$ cat src/rtl/kctl_pkg.sv
package kctl_pkg;
   localparam int unsigned CTL_IDX      = 0;
   localparam int unsigned CTL_GO_BIT   = 0;
   localparam int unsigned CTL_DONE_BIT = 1;
   localparam int unsigned GEOM_FIRST   = 5;
   localparam int unsigned GEOM_LAST    = 11;
   localparam int unsigned PTR_FIRST    = 12;
   localparam int unsigned PTR_LAST     = 14;
   localparam int unsigned MIN_REGS     = PTR_LAST + 1;

   typedef struct packed {
      logic done;
      logic go;
   } ctl_state_t;
endpackage

$ cat src/rtl/kctl_lane_reg.sv
module kctl_lane_reg #(
   parameter int unsigned DATA_W = 64,
   parameter int unsigned LANE_W = 8,
   localparam int unsigned NLANE = DATA_W / LANE_W
) (
   input  logic              clk,
   input  logic              rst_n,
   input  logic              wr_en,
   input  logic [NLANE-1:0]  lane_en,
   input  logic [DATA_W-1:0] wdata,
   output logic [DATA_W-1:0] q
);
   for (genvar l = 0; l < NLANE; l++) begin : g_lane
      logic [LANE_W-1:0] lane_q;

      always_ff @(posedge clk) begin
         if (!rst_n) begin
            lane_q <= '0;
         end else if (wr_en && lane_en[l]) begin
            lane_q <= wdata[l*LANE_W +: LANE_W];
         end
      end

      assign q[l*LANE_W +: LANE_W] = lane_q;

      a_r2_masked_lane_holds: assert property (@(posedge clk) disable iff (!rst_n)
         (!(wr_en && lane_en[l])) |=> $stable(q[l*LANE_W +: LANE_W]));
   end
endmodule

$ cat src/rtl/kctl_launch.sv
module kctl_launch
   import kctl_pkg::*;
(
   input  logic       clk,
   input  logic       rst_n,
   input  logic       launch_i,
   input  logic       done_i,
   output ctl_state_t state_o
);
   ctl_state_t st;

   always_ff @(posedge clk) begin
      if (!rst_n) begin
         st <= '0;
      end else begin
         st.go <= launch_i;
         if (launch_i) begin
            st.done <= 1'b0;
         end else if (done_i) begin
            st.done <= 1'b1;
         end
      end
   end

   assign state_o = st;

   a_r5_go_single_cycle: assert property (@(posedge clk) disable iff (!rst_n)
      (st.go && !launch_i) |=> !st.go);
   a_r7_done_latches: assert property (@(posedge clk) disable iff (!rst_n)
      (done_i && !launch_i) |=> st.done);
   a_r8_done_holds: assert property (@(posedge clk) disable iff (!rst_n)
      (st.done && !launch_i) |=> st.done);
   a_r9_launch_clears: assert property (@(posedge clk) disable iff (!rst_n)
      launch_i |=> !st.done);
endmodule

$ cat src/rtl/kctl_rdport.sv
module kctl_rdport #(
   parameter int unsigned DATA_W   = 64,
   parameter int unsigned ADDR_W   = 4,
   parameter int unsigned NUM_REGS = 16
) (
   input  logic              clk,
   input  logic              rst_n,
   input  logic              read_i,
   input  logic [ADDR_W-1:0] addr_i,
   input  logic [DATA_W-1:0] regs_i [NUM_REGS],
   output logic [DATA_W-1:0] rdata_o
);
   logic [DATA_W-1:0] sel;

   always_comb begin
      sel = '0;
      for (int i = 0; i < NUM_REGS; i++) begin
         if (addr_i == ADDR_W'(i)) sel = regs_i[i];
      end
   end

   always_ff @(posedge clk) begin
      if (!rst_n) begin
         rdata_o <= '0;
      end else if (read_i) begin
         rdata_o <= sel;
      end
   end

   a_r4_rdata_holds: assert property (@(posedge clk) disable iff (!rst_n)
      !read_i |=> $stable(rdata_o));
endmodule

$ cat src/rtl/kctl_regs.sv
module kctl_regs
   import kctl_pkg::*;
#(
   parameter int unsigned ADDR_W   = 4,
   parameter int unsigned DATA_W   = 64,
   parameter int unsigned LANE_W   = 8,
   parameter int unsigned NUM_REGS = 16,
   localparam int unsigned NLANE   = DATA_W / LANE_W
) (
   input  logic              clk,
   input  logic              rst_n,
   input  logic [ADDR_W-1:0] address_i,
   input  logic              write_i,
   input  logic [DATA_W-1:0] writedata_i,
   input  logic [NLANE-1:0]  byteenable_i,
   input  logic              read_i,
   output logic [DATA_W-1:0] readdata_o,
   output logic              start_o,
   input  logic              done_i,
   output logic              irq_o
);
   if (DATA_W % LANE_W != 0) begin : g_bad_lane
      $error("DATA_W must be a multiple of LANE_W");
   end
   if (NUM_REGS > (1 << ADDR_W)) begin : g_bad_depth
      $error("NUM_REGS does not fit the address width");
   end
   if (NUM_REGS < MIN_REGS) begin : g_bad_map
      $error("NUM_REGS too small for the pointer registers");
   end

   logic [DATA_W-1:0] bank [NUM_REGS];
   logic              launch;
   ctl_state_t        ctl;

   assign launch = write_i && (address_i == ADDR_W'(CTL_IDX))
                 && byteenable_i[0] && writedata_i[CTL_GO_BIT];

   kctl_launch u_launch (
      .clk      (clk),
      .rst_n    (rst_n),
      .launch_i (launch),
      .done_i   (done_i),
      .state_o  (ctl)
   );

   always_comb begin
      bank[CTL_IDX] = '0;
      bank[CTL_IDX][CTL_GO_BIT]   = ctl.go;
      bank[CTL_IDX][CTL_DONE_BIT] = ctl.done;
   end

   for (genvar r = 1; r < NUM_REGS; r++) begin : g_reg
      logic sel_wr;
      assign sel_wr = write_i && (address_i == ADDR_W'(r));

      kctl_lane_reg #(
         .DATA_W (DATA_W),
         .LANE_W (LANE_W)
      ) u_reg (
         .clk     (clk),
         .rst_n   (rst_n),
         .wr_en   (sel_wr),
         .lane_en (byteenable_i),
         .wdata   (writedata_i),
         .q       (bank[r])
      );
   end

   kctl_rdport #(
      .DATA_W   (DATA_W),
      .ADDR_W   (ADDR_W),
      .NUM_REGS (NUM_REGS)
   ) u_rd (
      .clk     (clk),
      .rst_n   (rst_n),
      .read_i  (read_i),
      .addr_i  (address_i),
      .regs_i  (bank),
      .rdata_o (readdata_o)
   );

   assign start_o = ctl.go;
   assign irq_o   = ctl.done;

   a_r6_launch_pulses: assert property (@(posedge clk) disable iff (!rst_n)
      launch |=> start_o);
   a_r6_no_spurious_start: assert property (@(posedge clk) disable iff (!rst_n)
      !launch |=> !start_o);
   a_r8_irq_tracks_done: assert property (@(posedge clk) disable iff (!rst_n)
      irq_o == bank[CTL_IDX][CTL_DONE_BIT]);
endmodule

$ cat config.mk
export PLATFORM = sky130hd
export DESIGN_NAME = kctl_regs
export DESIGN_NICKNAME = d
export VERILOG_FILES = /design/src/rtl/kctl_pkg.sv /design/src/rtl/kctl_lane_reg.sv /design/src/rtl/kctl_launch.sv /design/src/rtl/kctl_rdport.sv /design/src/rtl/kctl_regs.sv
export SDC_FILE = /design/constraint.sdc
export NUM_CORES = 2
export LEC_CHECK = 0
export BUFFER_PORTS_ARGS = -buffer_cell sky130_fd_sc_hd__buf_2
export CORE_AREA = 2 2 276 278
export DETAILED_ROUTE_END_ITERATION = 8
export DIE_AREA = 0 0 278 280
export GPL_TIMING_DRIVEN = 0
export PLACE_DENSITY = 0.87
export REMOVE_ABC_BUFFERS = 1
export SETUP_SLACK_MARGIN = 0.3
export SYNTH_ARGS = -nofsm -noshare
export SYNTH_HDL_FRONTEND = slang
export SYNTH_SLANG_ARGS = --single-unit
$ cat constraint.sdc
create_clock -name clk -period 2.45 [get_ports clk]
set_clock_uncertainty 0.05 [all_clocks]
set_input_delay 0.49 -clock clk [delete_from_list [all_inputs] [get_ports clk]]
set_output_delay 0.49 -clock clk [all_outputs]
set_load 0.005 [all_outputs]
==> flow_summary.yaml, run 1 <==
yosys:
  avgSynthCellArea_um2: 7.59
  synth_compound_area_frac: 0.288
  yosysTopAreaCellShare: 0.445
  ys_seq_area_frac: 0.445
  yosys_warnings: 0
  synth_top_cell_by_area: "dfxtp_1"
  synth-edff-count: 0
  synthSimpleGateAreaFrac: 0.162
  synth_mux_area_frac: 0.0507
  synth.area.top_cells: "dfxtp_1, a21oi_1, nand2_1"
  mappedNetlistArea_um2: 46200
  synth_xor_area_frac: 0
  syn-instance-count: 6079
  ys_async_sr_fraction: 0
  synth_top_family_by_area: "compound AO/OA/AOI/OAI gates"
  ys_ff_latch: 1026
  netlist-cell-type-count: 64
  synth_flop_cell: "dfxtp_1"
  synthAdderAreaFrac: 0
floorplanning:
  rows: 101
  die_y_um: 280
  ioPinCount: 147
  die_w_um: 278
  start_util: 0.614
cts:
  clockBufferDepth: 3
  cts_buffers: 100
  cts.sinks: 1026
  htree_levels: 3
  root_buffer: "clkbuf_16"
place:
  place_congestion: 0.879
  port_buffers: 146
  dp_hpwl_um: 99100
global_route:
  antenna_found_initial: 63
  gr-total-overflow: 82
  grt_usage: 0.751
  grt_start_max_net_pins: 171
outcome:
  first-error: "[ERROR GRT-0232] Routing congestion too high. Check the congestion heatmap in the GUI."
  status: "aborted with a tool error"
  haltStage: "5_1_grt"
timing:
  worst_endpoint: "g_reg[12].u_reg.g_lane[2].lane_q[6]$_SDFFE_PN0P_/D"
  endpoint_type: "register data pin"
logic make-up after synthesis:
logic type / Yosys count
flip-flops: 1026
multiplexers: 204
AO/OA/AOI/OAI: 2433
AND/OR/NAND/NOR: 1815
buffers and inverters: 601
through the flow:
stage               cell area [um2]   util  setup slack [ns]  cells  hold slack [ns]
CTS                           53100  0.706             0.249   6962            0.141
floorplan                     43700      -             -8.67   5490            0.383
detailed placement            47500  0.632             -2.68   6685            0.394
global placement              45700  0.607            -21.90   6614            0.388
cell usage after synthesis, types with 11 or more instances:
| master | count |
|---|---|
| nand2_1 | 1210 |
| buf_4 | 22 |
| a22oi_1 | 79 |
| a21oi_1 | 1197 |
| clkbuf_1 | 447 |
| o32ai_1 | 20 |
| nor3_1 | 11 |
| mux2_2 | 119 |
| o21ai_1 | 15 |
| mux2i_1 | 73 |
| a221oi_1 | 16 |
| nor2_1 | 187 |
| buf_2 | 102 |
| o221ai_1 | 35 |
| o22ai_1 | 23 |
| o221a_2 | 11 |
| buf_1 | 14 |
| nor2b_1 | 11 |
| a311oi_1 | 11 |
| a2bb2oi_1 | 35 |
| a31oi_1 | 39 |
| nor2_2 | 15 |
| nand3_1 | 328 |
| mux4_2 | 12 |
| o21ai_0 | 833 |
| dfxtp_1 | 1026 |
| o211ai_1 | 58 |
timing repair:
item	4_1_cts
hold buffers	1
gates resized for setup	188
cloned	30
hold endpoints to repair	1
endpoints found under the setup margin	1026
pin swaps	22
setup buffers	68
layer usage:
| layer | overflow | GRT usage |
|---|---|---|
| met1 | 11 | 0.744 |
| met2 | 33 | 0.881 |
| met3 | 8 | 0.683 |
| met4 | 30 | 0.649 |
| met5 | 0 | 0.540 |
==> run 2: changes to the inputs <==
- CORE_AREA: 2 2 276 278 -> 2 2 343 345
- DIE_AREA: 0 0 278 280 -> 0 0 345 347
- PLACE_DENSITY: 0.87 -> default
- PLACE_DENSITY_LB_ADDON: default -> 0.15
- SETUP_SLACK_MARGIN: 0.3 -> default
==> flow_summary.yaml, run 2 <==
outcome:
  status: "finished with violations"
  violations: "capacitance limit, slew limit, setup timing"
yosys:
  mappedNetlistArea_um2: 46200
  yosysTopAreaCellShare: 0.445
  netlist_top_cells_count: "nand2_1, a21oi_1, dfxtp_1"
  synth_top_family_by_area: "compound AO/OA/AOI/OAI gates"
  synth_mux_area_frac: 0.0507
  synth_compound_area_frac: 0.288
  avgSynthCellArea_um2: 7.59
  netlist-cell-type-count: 64
  synthAdderAreaFrac: 0
  ys_seq_area_frac: 0.445
  synth_top_cell_by_area: "dfxtp_1"
  syn-instance-count: 6079
  synth_xor_area_frac: 0
  synth_flop_cell: "dfxtp_1"
  synth-edff-count: 0
  synthSimpleGateAreaFrac: 0.162
  yosysMostFrequentCell: "nand2_1"
  ys_ff_latch: 1026
  synth.area.top_cells: "dfxtp_1, a21oi_1, nand2_1"
  yosys_warnings: 0
  ys_async_sr_fraction: 0
power_and_ir_drop:
  power_leakage_uw: 0.0173
  power_density_nw_per_um2: 716
  peakVddDrop_mv: 0.499
floorplanning:
  coreArea_um2: 116000
  start_util: 0.399
  rows: 125
  die_y_um: 347
  die_w_um: 345
  ioPinCount: 147
  die-area_um2: 120000
place:
  port_buffers: 146
  place_congestion: 0.798
  dp_hpwl_um: 112000
timing:
  slew_headroom: -0.0665
  tightest_slew_ns: 1.60
  hold_viol: 0
  hold-worst-slack_ns: 0.120
  period_needed_ns: 2.46
  final-max-slew-violation-count: 7
  setup_viol: 3
  fmax_mhz: 407
  rsz0062_at_grt: "true"
  timing.final.crit_share: 1.00
  finalWorstSetupSlack_ns: -0.00619
drt:
  final_antenna_net_count: 0
  route.detailed.drc: 0
  firstDrtPassIters: 6
  vias_per_cell: 6.20
  wl_per_cell_um: 27.1
  routed-via-count: 46500
  drt_first_iter_violations: 6638
  routed_wl_um: 203000
worst_hold_path:
  holdPathStages: 3
  hold_end: "g_reg[12].u_reg.g_lane[2].lane_q[6]"
  hp-class: "input pin to flop"
  hold_path_startpoint: "writedata_i[22]"
finish:
  final_common_cell: "a21oi_1"
  area_growth_pct: 15.9
  drive_gt1_frac: 0.126
  fin_util: 0.462
  final_cell_mix: "a21oi_1, nand2_1, dfxtp_1, o21ai_0, nand3_1"
  fin_nets: 5962
  regMostFlops: "g.u_reg.g_lane.lane_q"
  largest_register_ffs: 960
setup_path:
  r2r-start: "g_reg[4].u_reg.g_lane[1].lane_q[1]"
  criticalPathCategory: "input pin to flop"
  path_cells: "buf_6 -> buf_16 -> nor2b_4 -> nand2_1 -> o221ai_1 -> a311oi_1"
  reg2reg_setup_slack_ns: 0.68
  critical_path.endpoint_type: "flop"
  crit_slowest_cell: "nand2_1"
  crit_path_start_kind: "input pin"
  worstReg2RegEnd: "u_rd.rdata_o[9]"
  critical_path.max_fanout: 31
  cp_top_family: "simple AND/OR/NAND/NOR gates"
  cpPeakStageDelay_ns: 0.81
  critPathBufInv: 2
  crit_required_ns: 2.97
  reg2regPathDepth: 5
  arrival_ns: 2.98
cts:
  clk_latency_ns: 0.71
  cts_buffers: 111
  clockBufferDepth: 3
  clk_pin_slew_ns: 0.06
  root_buffer: "clkbuf_16"
  cts_tree: "yes"
  cts.sinks: 1026
  htree_levels: 3
global_route:
  grt_usage: 0.321
  grt_pass1_wl_um: 292000
  grt_start_max_net_pins: 156
  gr-total-overflow: 0
  antenna_found_initial: 14
  grt_pass1_vias: 42700
flow_run:
  drv_cap: 1
==> run 2: cell counts after synthesis <==
Identical to the previous run, type by type.
==> run 2: worst max-delay path by stage <==
stage	from	depth (start not counted)	slack, ns	end
2_1_floorplan	rst_n	4	-8.67	u_rd.rdata_o[10]
3_3_place_gp	rst_n	5	-25.68	u_rd.rdata_o[31]
3_5_place_dp	address_i[1]	8	-2.41	g_reg[11].u_reg.g_lane[0].lane_q[4]
4_1_cts	address_i[1]	8	0.01	g_reg[7].u_reg.g_lane[3].lane_q[6]
5_1_grt	address_i[1]	9	-0.007	g_reg[6].u_reg.g_lane[7].lane_q[4]
6_report	address_i[3]	6	-0.006	u_rd.rdata_o[41]
==> run 2: power by group <==
part           switching, uW  internal (uW)
Combinational           2690            883
Sequential               127          16900
Clock                   7320          10400
Total                  10100          28200
==> run 2: cells by family after synthesis <==
family / after synthesis
compound gates: 2433
simple gates: 1815
flops: 1026
buf+inv: 601
mux: 204
==> run 2: repair_timing <==
item / CTS / global route
cloned: 9 / 5
resized for setup: 135 / 28
pin swaps: 8 / 2
hold buffers: 1 / 0
setup buffers: 36 / 2
endpoints found under the setup margin: 1024 / 551
endpoints found under the hold margin: 1 / 0
==> run 2: worst register-to-register path: stages, from the launching register on <==
cell and delay, ns:
dfxtp_1 0.32, mux4_2 0.45, nand2_1 0.08, o21ai_0 0.07, or3_1 0.44, a32o_1 0.25
==> run 2: cell type report <==
cell class | instances | area [um2]
Antenna cell | 7 | 17.5
Clock buffer | 170 | 3420
Clock inverter | 36 | 394
Fill cell | 11500 | 62200
Inverter | 12 | 62.6
Multi-Input combinational cell | 4457 | 24000
Sequential cell | 1026 | 20500
Tap cell | 1524 | 1910
Timing Repair Buffer | 273 | 3110
==> run 2: through the flow <==
stage                     TNS [ns]  total power, uW  cells  setup WS [ns]  instance area (um2)
after global placement           -            20500   7160         -25.68                46400
after detailed placement  -1756.45            20600   7239          -2.41                48400
after CTS                        0            38200   7491         0.0100                53200
after floorplan           -5719.68            18500   5490          -8.67                43700
final                      -0.0118            38300   7505       -0.00619                53500
after global routing      -0.00653            39100   7501       -0.00653                53500
==> run 2: layer usage <==
metal | global-route usage | share of wire | vias to the layer above
met2 | 0.492 | 0.44 | 2432
met3 | 0.0579 | 0.098 | 439
met4 | 0.149 | 0.048 | 2
met5 | 0 | 0.000059 | -
met1 | 0.438 | 0.42 | 22600
li1 | - | - | 21000
(Power assumes the default switching activity.)
